$ cat src/rtl/ttx_pkg.sv
package ttx_pkg;
  localparam int ACC_W = 24;

  typedef enum logic [1:0] {
    STD_625   = 2'd0,
    STD_W525  = 2'd1,
    STD_NABTS = 2'd2
  } ttx_std_e;

  function automatic logic [ACC_W-1:0] std_inc(ttx_std_e s);
    return (s == STD_625) ? 24'd4310812 : 24'd3558758;
  endfunction

  function automatic int std_bits(ttx_std_e s);
    case (s)
      STD_625:  return 360;
      STD_W525: return 296;
      default:  return 288;
    endcase
  endfunction

  function automatic int std_ofs(ttx_std_e s);
    return (s == STD_625) ? 275 : 284;
  endfunction
endpackage

$ cat src/rtl/ttx_line_sel.sv
module ttx_line_sel
  import ttx_pkg::*;
#(
  parameter int LINE_W = 10
) (
  input  logic              clk,
  input  logic              rst,
  input  logic              hsync_lead,
  input  logic              field_start,
  input  logic              field_odd,
  input  logic [LINE_W-1:0] line_num,
  input  logic              ttx_en,
  input  logic [1:0]        ttx_std,
  input  logic [LINE_W-1:0] odd_first,
  input  logic [LINE_W-1:0] odd_last,
  input  logic [LINE_W-1:0] even_first,
  input  logic [LINE_W-1:0] even_last,
  output logic              line_ok,
  output ttx_std_e          std_q
);
  logic en_q;
  logic in_odd, in_even;

  assign in_odd  = (line_num >= odd_first)  && (line_num <= odd_last);
  assign in_even = (line_num >= even_first) && (line_num <= even_last);

  always_ff @(posedge clk) begin
    if (rst) begin
      en_q    <= 1'b0;
      std_q   <= STD_625;
      line_ok <= 1'b0;
    end else begin
      if (field_start) begin
        en_q  <= ttx_en;
        std_q <= ttx_std_e'(ttx_std);
      end
      if (hsync_lead)
        line_ok <= en_q && (field_odd ? in_odd : in_even);
    end
  end
endmodule

$ cat src/rtl/ttx_rate_gen.sv
module ttx_rate_gen #(
  parameter int ACC_W = 24,
  parameter int CNT_W = 9
) (
  input  logic             clk,
  input  logic             rst,
  input  logic             clr,
  input  logic             start,
  input  logic [ACC_W-1:0] inc,
  input  logic [CNT_W-1:0] limit,
  output logic             step,
  output logic             last,
  output logic             busy
);
  logic [ACC_W-1:0] acc;
  logic [ACC_W:0]   sum;
  logic [CNT_W-1:0] cnt;

  assign sum  = {1'b0, acc} + {1'b0, inc};
  assign step = busy && sum[ACC_W];
  assign last = step && (CNT_W'(cnt + 1'b1) == limit);

  always_ff @(posedge clk) begin
    if (rst || clr) begin
      busy <= 1'b0;
      acc  <= '0;
      cnt  <= '0;
    end else if (start) begin
      busy <= 1'b1;
      acc  <= '0;
      cnt  <= '0;
    end else if (busy) begin
      acc <= sum[ACC_W-1:0];
      if (step) cnt <= cnt + 1'b1;
      if (last) busy <= 1'b0;
    end
  end
endmodule

$ cat src/rtl/ttx_bit_fifo.sv
module ttx_bit_fifo #(
  parameter int DEPTH = 32,
  localparam int AW = $clog2(DEPTH)
) (
  input  logic clk,
  input  logic rst,
  input  logic clr,
  input  logic push,
  input  logic din,
  input  logic pop,
  output logic dout
);
  logic [DEPTH-1:0] mem;
  logic [AW-1:0]    wptr, rptr;
  logic [AW:0]      fill;
  logic             wr_en, rd_en;

  assign rd_en = pop && (fill != '0);
  assign wr_en = push && ((fill != (AW+1)'(DEPTH)) || rd_en);
  assign dout  = (fill != '0) ? mem[rptr] : 1'b0;

  always_ff @(posedge clk) begin
    if (wr_en) mem[wptr] <= din;
  end

  always_ff @(posedge clk) begin
    if (rst || clr) begin
      wptr <= '0;
      rptr <= '0;
      fill <= '0;
    end else begin
      if (wr_en) wptr <= wptr + 1'b1;
      if (rd_en) rptr <= rptr + 1'b1;
      fill <= fill + {{AW{1'b0}}, wr_en} - {{AW{1'b0}}, rd_en};
    end
  end
endmodule

$ cat src/rtl/ttx_window_ctrl.sv
module ttx_window_ctrl
  import ttx_pkg::*;
#(
  parameter int LINE_W  = 10,
  parameter int POS_W   = 11,
  parameter int DLY_MAX = 32,
  parameter int FIFO_D  = 32,
  parameter int CNT_W   = 9,
  localparam int DLY_W  = $clog2(DLY_MAX) + 1,
  localparam int DLY_IW = $clog2(DLY_MAX)
) (
  input  logic              clk,
  input  logic              rst,
  input  logic              hsync_lead,
  input  logic              field_start,
  input  logic              field_odd,
  input  logic [LINE_W-1:0] line_num,
  input  logic              ttx_en,
  input  logic [1:0]        ttx_std,
  input  logic [LINE_W-1:0] odd_first,
  input  logic [LINE_W-1:0] odd_last,
  input  logic [LINE_W-1:0] even_first,
  input  logic [LINE_W-1:0] even_last,
  input  logic [POS_W-1:0]  req_start,
  input  logic [DLY_W-1:0]  data_delay,
  input  logic              ttx_bit_in,
  output logic              ttx_req,
  output logic              ins_bit,
  output logic              ins_valid
);
  logic             line_ok;
  ttx_std_e         std_q;
  logic [POS_W-1:0] pos;
  logic [ACC_W-1:0] inc;
  logic [CNT_W-1:0] nbits;
  logic [POS_W-1:0] win_pre;
  logic             req_go, ins_go;
  logic             req_step, req_last, req_busy;
  logic             ins_step, ins_last, ins_busy;
  logic             ins_pop, cap, fifo_out;
  logic [DLY_MAX-1:0] taps;
  logic [DLY_IW-1:0]  dsel;

  ttx_line_sel #(.LINE_W(LINE_W)) u_sel (
    .clk(clk), .rst(rst), .hsync_lead(hsync_lead), .field_start(field_start),
    .field_odd(field_odd), .line_num(line_num), .ttx_en(ttx_en), .ttx_std(ttx_std),
    .odd_first(odd_first), .odd_last(odd_last), .even_first(even_first),
    .even_last(even_last), .line_ok(line_ok), .std_q(std_q)
  );

  assign inc     = std_inc(std_q);
  assign nbits   = CNT_W'(std_bits(std_q));
  assign win_pre = POS_W'(std_ofs(std_q) - 1);

  // Line position: edges since the line-start edge, saturating.
  always_ff @(posedge clk) begin
    if (rst || hsync_lead)  pos <= '0;
    else if (pos != '1)     pos <= pos + 1'b1;
  end

  assign req_go = line_ok && !hsync_lead && (pos == req_start);
  assign ins_go = line_ok && !hsync_lead && (pos == win_pre);

  ttx_rate_gen #(.ACC_W(ACC_W), .CNT_W(CNT_W)) u_req_rate (
    .clk(clk), .rst(rst), .clr(hsync_lead), .start(req_go), .inc(inc),
    .limit(nbits), .step(req_step), .last(req_last), .busy(req_busy)
  );

  always_ff @(posedge clk) begin
    if (rst || hsync_lead) ttx_req <= 1'b0;
    else                   ttx_req <= req_step;
  end

  // Request history: taps[j] is the request seen j+1 edges before sampling.
  generate
    if (DLY_MAX > 1) begin : g_dline
      logic [DLY_MAX-2:0] hist;
      always_ff @(posedge clk) begin
        if (rst || hsync_lead) hist <= '0;
        else                   hist <= {hist, ttx_req} >> 0;
      end
      assign taps = {hist, ttx_req};
    end else begin : g_direct
      assign taps = ttx_req;
    end
  endgenerate

  always_comb begin
    if (data_delay == '0)                      dsel = '0;
    else if (data_delay > DLY_W'(DLY_MAX))     dsel = DLY_IW'(DLY_MAX - 1);
    else                                       dsel = DLY_IW'(data_delay - 1'b1);
  end

  assign cap = taps[dsel];

  ttx_rate_gen #(.ACC_W(ACC_W), .CNT_W(CNT_W)) u_ins_rate (
    .clk(clk), .rst(rst), .clr(hsync_lead), .start(ins_go), .inc(inc),
    .limit(nbits), .step(ins_step), .last(ins_last), .busy(ins_busy)
  );

  assign ins_pop = ins_go || (ins_step && !ins_last);

  ttx_bit_fifo #(.DEPTH(FIFO_D)) u_fifo (
    .clk(clk), .rst(rst), .clr(hsync_lead), .push(cap), .din(ttx_bit_in),
    .pop(ins_pop), .dout(fifo_out)
  );

  always_ff @(posedge clk) begin
    if (rst || hsync_lead) begin
      ins_valid <= 1'b0;
      ins_bit   <= 1'b0;
    end else begin
      if (ins_go)        ins_valid <= 1'b1;
      else if (ins_last) ins_valid <= 1'b0;
      if (ins_pop)       ins_bit   <= fifo_out;
      else if (ins_last) ins_bit   <= 1'b0;
    end
  end
endmodule

$ cat config.mk
export PLATFORM = sky130hd
export DESIGN_NAME = ttx_window_ctrl
export DESIGN_NICKNAME = d
export VERILOG_FILES = /design/src/rtl/ttx_pkg.sv /design/src/rtl/ttx_line_sel.sv /design/src/rtl/ttx_rate_gen.sv /design/src/rtl/ttx_bit_fifo.sv /design/src/rtl/ttx_window_ctrl.sv
export SDC_FILE = /design/constraint.sdc
export NUM_CORES = 1
export LEC_CHECK = 0
export ABC_CLOCK_PERIOD_IN_PS = 7100
export BUFFER_PORTS_ARGS = -buffer_cell sky130_fd_sc_hd__buf_4
export CORE_AREA = 2 2 117 165
export CTS_BUF_LIST = sky130_fd_sc_hd__clkbuf_16
export CTS_CLUSTER_DIAMETER = 30
export DETAILED_ROUTE_END_ITERATION = 6
export DIE_AREA = 0 0 119 167
export PLACE_DENSITY_LB_ADDON = 0.15
export SYNTH_ARGS = -nofsm -noshare
export SYNTH_HDL_FRONTEND = slang
export SYNTH_HIERARCHICAL = 1
export SYNTH_SLANG_ARGS = --single-unit
$ cat constraint.sdc
create_clock -name clk -period 7.1 [get_ports clk]
set_input_delay 0.355 -clock clk [delete_from_list [all_inputs] [get_ports clk]]
set_output_delay 0.355 -clock clk [all_outputs]
set_load 0.02 [all_outputs]
==> results.json <==
{
  "tritoncts": "done",
  "core_area_um2": 18400,
  "mostFrequentLayoutCells": "dfxtp_1 (133), nor2_1 (123), ha_1 (107)",
  "final_cells": 1648,
  "seq_area_um2": 3620,
  "place.detailed.hpwl_um": 19200,
  "drv_slew": 0,
  "p_leak_uw": 0.00503,
  "hold_violations": 0,
  "dpl_cell_area_um2": 12100,
  "critical_path_arrival_ns": 6.12,
  "via_per_inst": 5.83,
  "synthesis.area_um2": 11200,
  "initial_core_util_pct": 60.9,
  "dp.cells": 1616,
  "grt_antenna_before_repair": 0,
  "post_cts_buffers": 0,
  "placementRows": 59,
  "synth_warnings": 6,
  "hp-start": "ttx_en",
  "timing.rr.start": "u_sel/std_q[1]",
  "first_global_vias": 9405,
  "drive_gt1_share_pct": 11.9,
  "dieArea_um2": 19900,
  "syn2layout_area_growth_pct": 13.0,
  "timing.fmax_ghz": 0.172,
  "htreeDepth": 4,
  "min_period_over_period_pct": 82.0,
  "powerDensity_nw_per_um2": 171,
  "io_buffers": 78,
  "grt_max_degree": 33,
  "fin_ws_ns": 1.28,
  "min_period_ns": 5.82,
  "grt_pass1_wl_um": 43000,
  "dieHeight_um": 167,
  "place_ws_ns": 1.30,
  "cap_violations": 0,
  "clock-sinks": 165,
  "required_ns": 7.41,
  "overflow": 0,
  "r2r_end": "u_fifo/fill[4]",
  "clk_latency_ns": 0.43,
  "place.gp.congestion": 0.920,
  "whs_endpoint": "u_sel/en_q",
  "nFillCells": 1506,
  "hold_buffers": 0,
  "crit_path_start_kind": "flop",
  "antenna_left": 0,
  "drc": 0,
  "ff2ff_path_depth": 24,
  "crit_start": "u_sel/std_q[1]",
  "dr_total_vias": 9605,
  "nets": 1577,
  "cts_resized": 0,
  "routedWlPerCell_um": 15.5,
  "ir_worst_vdd_mv": 0.148,
  "synth_cells": 1297,
  "status": "finished, final reports clean",
  "layout_commonest_cell": "dfxtp_1",
  "cts_made_buffers": 17,
  "drt-total-wl_um": 25500,
  "worstMarginPinSlew_ns": 0.956,
  "syn_avg_cell_area_um2": 8.63,
  "setup_violations": 0,
  "path_class": "reg -> reg",
  "multiInputGateArea_um2": 7230,
  "io_pins": 79,
  "die_x_um": 119,
  "r2r_slack_ns": 1.28,
  "grtUsageTotal_pct": 26.2,
  "crit_path_max_fanout": 18,
  "rsz0062_at_grt": "false",
  "hold_class": "in -> reg",
  "clock_skew_ns": 0.0151,
  "tns_ns": 0,
  "detail_route.iter0.violations": 547,
  "dr.pass1.iters": 5,
  "max-slew-margin-rel_pct": 36.2,
  "crit_path_end_kind": "flop",
  "antennaDiodeCount": 0,
  "design_area_um2": 12700,
  "root_buffer": "clkbuf_16",
  "clockBufferDepth": 2,
  "holdPathStages": 3,
  "clk_pin_slew_worst_paths_ns": 0.07
}
[critical path, cell delays in order (launching register included)]
cell	delay [ns]
dfxtp_1	0.33
nor2_1	0.11
buf_4	0.27
inv_1	0.48
ha_1	0.65
nand4_1	0.17
nor3_1	0.25
o2111ai_1	0.17
o211ai_2	0.15
nand2_2	0.23
nor4_1	0.43
inv_1	0.10
a21o_1	0.26
and2b_1	0.23
o31a_2	0.35
inv_2	0.09
ha_1	0.22
inv_1	0.05
ha_1	0.16
inv_1	0.06
fa_1	0.37
nand2b_1	0.18
a21oi_1	0.19
o21a_1	0.14
nor3_1	0.04
[registers in the layout, summed over array words and instances, names as in the netlist, 6 cells and up]
register / cells
u_req_rate/acc: 24
u_fifo/fill: 6
u_ins_rate/acc: 24
u_req_rate/cnt: 9
pos: 11
u_ins_rate/cnt: 9
g_dline.hist: 31
u_fifo/mem: 32
[per-stage QoR]
stage | power [µW] | hold WS, ns | utilization [%]
detailed placement | 1280 | 0.441 | 65.6
CTS | 2180 | 0.171 | 68.8
global placement | 1270 | 0.437 | 65.6
global route | 2260 | 0.187 | 68.8
floorplan | 1180 | 0.421 | -
finish | 2170 | 0.183 | 68.8
[power breakdown]
| part | internal, µW | switching (µW) | total [µW] |
|---|---|---|---|
| clock network | 474 | 435 | 910 |
| registers | 958 | 4.25 | 962 |
| logic | 122 | 171 | 293 |
[final cells by class]
| class | count | share of cell area, % |
|---|---|---|
| inverters | 75 | 2.23 |
| clock inverters | 15 | 1.29 |
| repair buffers | 83 | 4.92 |
| multi-input cells | 1049 | 57.2 |
| well taps | 244 | 2.41 |
| flip-flops and latches | 165 | 28.6 |
| clock buffers | 17 | 3.36 |
[worst max path at each step]
stage | endpoint | depth (start not counted)
6_report | u_fifo/fill[4] | 24
5_1_grt | u_fifo/fill[4] | 24
4_1_cts | u_fifo/fill[4] | 24
3_5_place_dp | u_fifo/fill[4] | 24
3_3_place_gp | u_fifo/fill[4] | 24
2_1_floorplan | u_fifo/fill[4] | 25
[metal layers]
metal,wire [µm],track usage (%)
met2,13200,47.6
met5,0,0
met1,11000,31.1
met4,558,10.1
met3,834,3.49
Power figures use the tool's default switching activity.
